`src/rtl/sw_pkg.sv`:
```
package sw_pkg;
  localparam int DIGIT_W = 4;
  typedef logic [DIGIT_W-1:0] bcd_t;
  localparam bcd_t BCD_TOP = 4'd9;
endpackage

```
`src/rtl/sw_bcd_digit.sv`:
```
module sw_bcd_digit
  import sw_pkg::*;
(
  input  logic clk,
  input  logic rst,
  input  logic clr,
  input  logic step_in,
  output bcd_t val_o,
  output logic at_top_o
);
  bcd_t q;

  always_ff @(posedge clk) begin
    if (rst || clr) begin
      q <= '0;
    end else if (step_in) begin
      q <= (q == BCD_TOP) ? '0 : q + bcd_t'(1);
    end
  end

  assign val_o    = q;
  assign at_top_o = (q == BCD_TOP);
endmodule

```
`src/rtl/sw_lap_latch.sv`:
```
module sw_lap_latch #(
  parameter int W = 16
) (
  input  logic         clk,
  input  logic         rst,
  input  logic         load,
  input  logic [W-1:0] d,
  output logic [W-1:0] q
);
  always_ff @(posedge clk) begin
    if (rst) begin
      q <= '0;
    end else if (load) begin
      q <= d;
    end
  end
endmodule

```
`src/rtl/stopwatch_bcd_core.sv`:
```
module stopwatch_bcd_core
  import sw_pkg::*;
#(
  parameter int DIGITS = 5,
  parameter int SHOWN  = 4,
  localparam int CW = DIGITS * DIGIT_W,
  localparam int LW = SHOWN * DIGIT_W
) (
  input  logic          clk,
  input  logic          rst,
  input  logic          tick,
  input  logic          run,
  input  logic          clr,
  input  logic          xfer,
  output logic [CW-1:0] count_o,
  output logic [LW-1:0] leds_o
);
  // step[k] is high when digit k advances this cycle
  logic [DIGITS:0]   step;
  logic [DIGITS-1:0] top;

  assign step[0] = tick & run;

  for (genvar k = 0; k < DIGITS; k++) begin : g_digit
    sw_bcd_digit u_dig (
      .clk      (clk),
      .rst      (rst),
      .clr      (clr),
      .step_in  (step[k]),
      .val_o    (count_o[k*DIGIT_W +: DIGIT_W]),
      .at_top_o (top[k])
    );
    assign step[k+1] = step[k] & top[k];
  end

  // latch samples the register outputs, so a same-cycle clear is not seen
  sw_lap_latch #(.W(LW)) u_lap (
    .clk  (clk),
    .rst  (rst),
    .load (xfer),
    .d    (count_o[LW-1:0]),
    .q    (leds_o)
  );
endmodule

```
`config.mk`:
```
export PLATFORM = sky130hd
export DESIGN_NAME = stopwatch_bcd_core
export DESIGN_NICKNAME = d
export VERILOG_FILES = /design/src/rtl/sw_pkg.sv /design/src/rtl/sw_bcd_digit.sv /design/src/rtl/sw_lap_latch.sv /design/src/rtl/stopwatch_bcd_core.sv
export SDC_FILE = /design/constraint.sdc
export NUM_CORES = 1
export LEC_CHECK = 0
export BUFFER_PORTS_ARGS = -buffer_cell sky130_fd_sc_hd__clkbuf_2
export CORE_MARGIN = 2
export CORE_UTILIZATION = 40
export DETAILED_ROUTE_END_ITERATION = 7
export PLACE_DENSITY = 0.61
export SLEW_MARGIN = 20
export SYNTH_ARGS = -nofsm -noshare
export SYNTH_HDL_FRONTEND = slang
export SYNTH_SLANG_ARGS = --single-unit
```
`constraint.sdc`:
```
create_clock -name clk -period 1.9 [get_ports clk]
set_input_delay 0.095 -clock clk [delete_from_list [all_inputs] [get_ports clk]]
set_output_delay 0.095 -clock clk [all_outputs]
set_load 0.01 [all_outputs]
```
==> results_dict.tcl, run 1 <==
set metrics [dict create \
    wl_per_cell_um 13.5 \
    clock-sinks 36 \
    powerDensity_nw_per_um2 668 \
    irDropWorstVdd_v 0.000347 \
    fillers 376 \
    start_util 0.426 \
    drive_gt1_frac 0.253 \
    hold_depth 3 \
    antenna_left 0 \
    synthToLayoutAreaGrowth_pct 20.5 \
    ctsResizeCount 0 \
    portBuffers 41 \
    totalWireLength_um 3590 \
    fin_cells 265 \
    clock_latency_ns 0.28 \
    crit_type "flip-flop to flip-flop" \
    grt_pass1_wl_um 6070 \
    cts_inserted_buffers 5 \
    grtUsageMet2 0.296 \
    clock_path_buffers 2 \
    hold_viol_final 0 \
    required_ns 2.11 \
    rr_endpoint "g_digit[4].u_dig.val_o[1]" \
    maxCapViolations 0 \
    netlist_instances 175 \
    ys.flop_type "dfxtp_1" \
    first_pass_iters 4 \
    fin_tns_setup_ns 0 \
    gp_congestion 0.782 \
    clockRootBuffer "clkbuf_8" \
    vias_per_cell 5.30 \
    final_cell_mix "41 x clkbuf_2, 36 x dfxtp_1, 24 x nor2_1" \
    clkSlewWorstSetupHoldPaths_ns 0.07 \
    fin_skew_ns 0.00585 \
    final_common_cell "clkbuf_2" \
    finalSetupViolCount 0 \
    dr.first_iter.drc_count 60 \
    synth-async-reset-ratio 0 \
    synthTopCellsByArea "dfxtp_1 45%, mux2i_1 11%, nor2_1 5.6%, a21oi_1 3.8%, xor2_1 2.7%" \
    grt_util_all_layers 0.182 \
    nNetsFinal 225 \
    die_x_um 67.2 \
    maxSlewHeadroom 0.653 \
    slew_viol_final 0 \
    yosys_warnings 0 \
    ff2ff_path_depth 5 \
    hold_class "input port to flip-flop" \
    seqCellArea_um2 721 \
    antenna_found_initial 0 \
    fp.dieH_um 67.2 \
    status "finished clean" \
    syn-num-nets 181 \
    top_usage_layer "met2" \
    dp_cells 259 \
    dp_hpwl_um 2630 \
    synth_cell_types 39 \
    grt-ovfl-total 0 \
    gr-usage-met3 0.0500 \
    synth_edf_count 0 \
    arrival_ns 1.88 \
    grt_pass1_vias 1311 \
    multiInputGateArea_um2 818 \
    regToRegSetupSlack_ns 0.23 \
    rsz0062_at_grt "false" \
    r2r-start "g_digit[1].u_dig.val_o[3]" \
    grtUsageMet1 0.231 \
    fin_util 0.513 \
    synthesis.area_um2 1600 \
    antenna_cells 0 \
    route.detailed.drc 0 \
    synth_seq_area_share 0.452 \
    io_pins 42 \
    layout_min_cycle_time_ns 1.67 \
    core_um2 3740 \
    ys_ff_latch 36 \
    yosysTopAreaCell "dfxtp_1" \
    worstSetupEndpointType "flip-flop" \
    synth_area_per_cell_um2 9.12 \
    post-route-period-util 0.877 \
    rows 22 \
    worstMarginPinSlew_ns 0.520 \
    num_vias 1405 \
    max_freq_ghz 0.600 \
    cts_tree "done" \
    start_kind "flip-flop" \
    p_leak_nw 0.801 \
    design.die.area_um2 4510 \
    htree_levels 2 \
    hold_end "g_digit[3].u_dig.val_o[0]" \
    hold_start "clr" \
    crit_fanout 7 \
    synth_top_cell_area_share 0.452 \
    grt_max_degree 20 \
]
[metal layers]
| layer | vias to the layer above | share of wire |
|---|---|---|
| met5 | - | 0 |
| li1 | 703 | - |
| met2 | 39 | 0.47 |
| met3 | 5 | 0.052 |
| met4 | 0 | 0.017 |
| met1 | 658 | 0.46 |
[timing repair]
action	CTS	global route
hold buffers	0	0
setup buffers	0	1
endpoints found under the setup margin	0	1
hold endpoints to repair	0	0
[cells in the mapped netlist (2+ instances only)]
cell type / instances
a21oi_1: 12
and4bb_2: 2
buf_2: 2
clkbuf_1: 3
dfxtp_1: 36
inv_1: 5
mux2i_1: 18
nand2_1: 11
nand2b_1: 4
nand3_1: 6
nand4_1: 2
nor2_1: 24
nor2b_1: 4
nor3b_1: 4
o21ai_0: 6
o311ai_0: 2
o31ai_1: 2
o32ai_1: 2
or3_1: 6
xor2_1: 5
[report_power, final]
group,switching [W],internal (W),leakage [nW]
Combinational,0.0000291,0.0000166,0.475
Clock,0.000244,0.000236,0.0359
Sequential,0.00000149,0.000756,0.290
[sequential cells by signal, indices dropped and copies added (netlist names)]
| signal | cells |
|---|---|
| g_digit.u_dig.val_o | 20 |
| u_lap.q | 16 |
[cell families after synthesis]
group	Yosys count	synth area share
xor+xnor	5	0.0274
simple gates	74	0.260
compound gates	29	0.113
buf+inv	13	0.0353
flops	36	0.452
mux	18	0.113
[stage by stage]
stage | instance area [um2] | setup slack [ns] | hold slack, ns | total power, W
after global placement | 1850 | 0.263 | 0.424 | 0.000821
after CTS | 1910 | 0.165 | 0.142 | 0.00130
after detailed placement | 1850 | 0.177 | 0.437 | 0.000821
after floorplan | 1600 | 0.364 | 0.272 | 0.000806
after global routing | 1920 | 0.0604 | 0.161 | 0.00134
final | 1920 | 0.234 | 0.148 | 0.00128
[critical path, cell delays in order, from the launching register on]
cell and delay [ns]:
dfxtp_1 0.43, nor3b_1 0.30, nand4_1 0.18, buf_4 0.19, or3_1 0.36, a21oi_1 0.14
[worst max-delay path by stage]
stage / endpoint / startpoint / slack (ns)
after floorplan: g_digit[4].u_dig.val_o[2] / g_digit[3].u_dig.val_o[3] / 0.36
after global placement: g_digit[4].u_dig.val_o[1] / g_digit[1].u_dig.val_o[3] / 0.26
after detailed placement: g_digit[3].u_dig.val_o[0] / g_digit[1].u_dig.val_o[3] / 0.18
after CTS: g_digit[3].u_dig.val_o[0] / g_digit[1].u_dig.val_o[3] / 0.17
after global routing: g_digit[4].u_dig.val_o[2] / g_digit[0].u_dig.val_o[2] / 0.06
final: g_digit[4].u_dig.val_o[1] / g_digit[1].u_dig.val_o[3] / 0.23
[layout make-up]
type / count / area share
Inverter: 5 / 0.00977
Multi-Input combinational cell: 126 / 0.426
Timing Repair Buffer: 45 / 0.122
Tap cell: 48 / 0.0313
Clock buffer: 5 / 0.0358
Sequential cell: 36 / 0.375
(Power assumes the default switching activity.)
==> inputs of run 2 (changes only) <==
--- a/config.mk
+++ b/config.mk
@@ -6,10 +6,10 @@
 export NUM_CORES = 1
 export LEC_CHECK = 0
 export BUFFER_PORTS_ARGS = -buffer_cell sky130_fd_sc_hd__clkbuf_2
+export CAP_MARGIN = 25
 export CORE_MARGIN = 2
 export CORE_UTILIZATION = 40
 export DETAILED_ROUTE_END_ITERATION = 7
-export PLACE_DENSITY = 0.61
 export SLEW_MARGIN = 20
 export SYNTH_ARGS = -nofsm -noshare
 export SYNTH_HDL_FRONTEND = slang
==> results_dict.tcl, run 2 (synthesized netlist as in run 1, its figures left out) <==
set metrics [dict create \
    htree_levels 2 \
    start_kind "flip-flop" \
    post-route-period-util 0.907 \
    powerDensity_nw_per_um2 693 \
    totalWireLength_um 3640 \
    p_leak_nw 0.814 \
    seqCellArea_um2 721 \
    fin_cells 268 \
    core_um2 3740 \
    antenna_cells 0 \
    irDropWorstVdd_v 0.000468 \
    clock-sinks 36 \
    slew_viol_final 0 \
    antenna_left 0 \
    crit_fanout 7 \
    clock_latency_ns 0.28 \
    rsz0062_at_grt "false" \
    rows 22 \
    fin_area_um2 1950 \
    dp_hpwl_um 2560 \
    hold_class "input port to flip-flop" \
    max_freq_ghz 0.580 \
    grt_max_degree 20 \
    worstSetupEndpointType "flip-flop" \
    crit_type "flip-flop to flip-flop" \
    gp_congestion 0.777 \
    wl_per_cell_um 13.6 \
    hold_viol_final 0 \
    cp_slowest_cell "dfxtp_1" \
    fillers 366 \
    dr.first_iter.drc_count 50 \
    design.die.area_um2 4510 \
    fin_tns_setup_ns 0 \
    final_common_cell "clkbuf_2" \
    required_ns 2.05 \
    route.detailed.drc 0 \
    grt_pass1_wl_um 6030 \
    critPathMaxStageDelay_ns 0.42 \
    nNetsFinal 225 \
    largest_register_ffs 20 \
    maxSlewHeadroom 0.623 \
    antenna_found_initial 0 \
    clock_path_buffers 2 \
    cts_tree "done" \
    worstMarginPinSlew_ns 0.565 \
    multiInputGateArea_um2 823 \
    ctsHoldBuffers 0 \
    maxCapViolations 0 \
    drive_gt1_frac 0.259 \
    layout_min_cycle_time_ns 1.72 \
    clockRootBuffer "clkbuf_8" \
    die_x_um 67.2 \
    crit_chain "nor3b_1 > nand4_1 > o311ai_0 > o41ai_1" \
    grt_pass1_vias 1309 \
    fin_skew_ns 0.00468 \
    synthToLayoutAreaGrowth_pct 22.1 \
    cts_inserted_buffers 5 \
    io_pins 42 \
    first_pass_iters 6 \
    start_util 0.426 \
    clkSlewWorstSetupHoldPaths_ns 0.07 \
    portBuffers 41 \
    finalSetupViolCount 0 \
    dp_cells 258 \
    num_vias 1419 \
    vias_per_cell 5.29 \
    final_cell_mix "41 x clkbuf_2, 36 x dfxtp_1, 24 x nor2_1" \
    fp.dieH_um 67.2 \
    grt-ovfl-total 0 \
    grt_util_all_layers 0.177 \
    arrival_ns 1.88 \
    status "finished clean" \
    power.total_w 0.00135 \
    dpl_cell_area_um2 1840 \
]
==> run 2: cell types whose count changed in the layout (fill, tap and decap cells not counted) <==
cell,before,now
clkbuf_8,5,6
clkbuf_1,0,2
nor3b_1,4,3
nor3b_2,0,1
==> run 2: repair_timing <==
action	CTS	global route
hold endpoints to repair	0	0
setup endpoints to repair	0	2
buffers inserted	0	2
resized for setup	0	1
==> run 2: critical path: cells and delay by family (launching register included) <==
family | cells | cell delay, ns
simple gates | 2 | 0.63
compound gates | 2 | 0.56
flops | 1 | 0.42
==> run 2: layout make-up <==
type                    count  area share
multi-input cells         126       0.423
flip-flops and latches     36       0.370
repair buffers             45       0.121
clock buffers               8      0.0462
well taps                  48      0.0308
inverters                   5     0.00963
==> run 2: report_power, final <==
part | switching, W | internal [W] | leakage, nW
registers | 0.00000156 | 0.000756 | 0.290
logic | 0.0000311 | 0.0000166 | 0.479
clock network | 0.000250 | 0.000295 | 0.0455
==> run 2: metal layers <==
metal	routed length [um]	part of all wire	GRT usage	up-vias
met3	146	0.040	0.0433	8
met5	0	0	0	-
met2	1730	0.48	0.283	32
met4	85	0.023	0.102	0
met1	1680	0.46	0.216	674
li1	-	-	-	705
==> run 2: metrics by stage <==
| step | util | hold slack [ns] | setup slack [ns] |
|---|---|---|---|
| 6_report | 0.520 | 0.143 | 0.176 |
| 5_1_grt | 0.520 | 0.147 | 0.0183 |
| 4_1_cts | 0.515 | 0.133 | 0.126 |
| 3_5_place_dp | 0.491 | 0.433 | 0.169 |
| 3_3_place_gp | 0.491 | 0.428 | 0.257 |
| 2_1_floorplan | - | 0.272 | 0.364 |
==> run 2: final timing paths <==
check / start / end / slack [ns] / cells past startpoint
worst max register to register: g_digit[1].u_dig.val_o[3] / g_digit[3].u_dig.val_o[0] / 0.18 / 4
worst max-delay path: g_digit[1].u_dig.val_o[3] / g_digit[3].u_dig.val_o[0] / 0.18 / 4
worst min register to register: u_lap.q[11] / u_lap.q[11] / 0.50 / 2
worst min-delay path: run / g_digit[0].u_dig.val_o[0] / 0.14 / 4
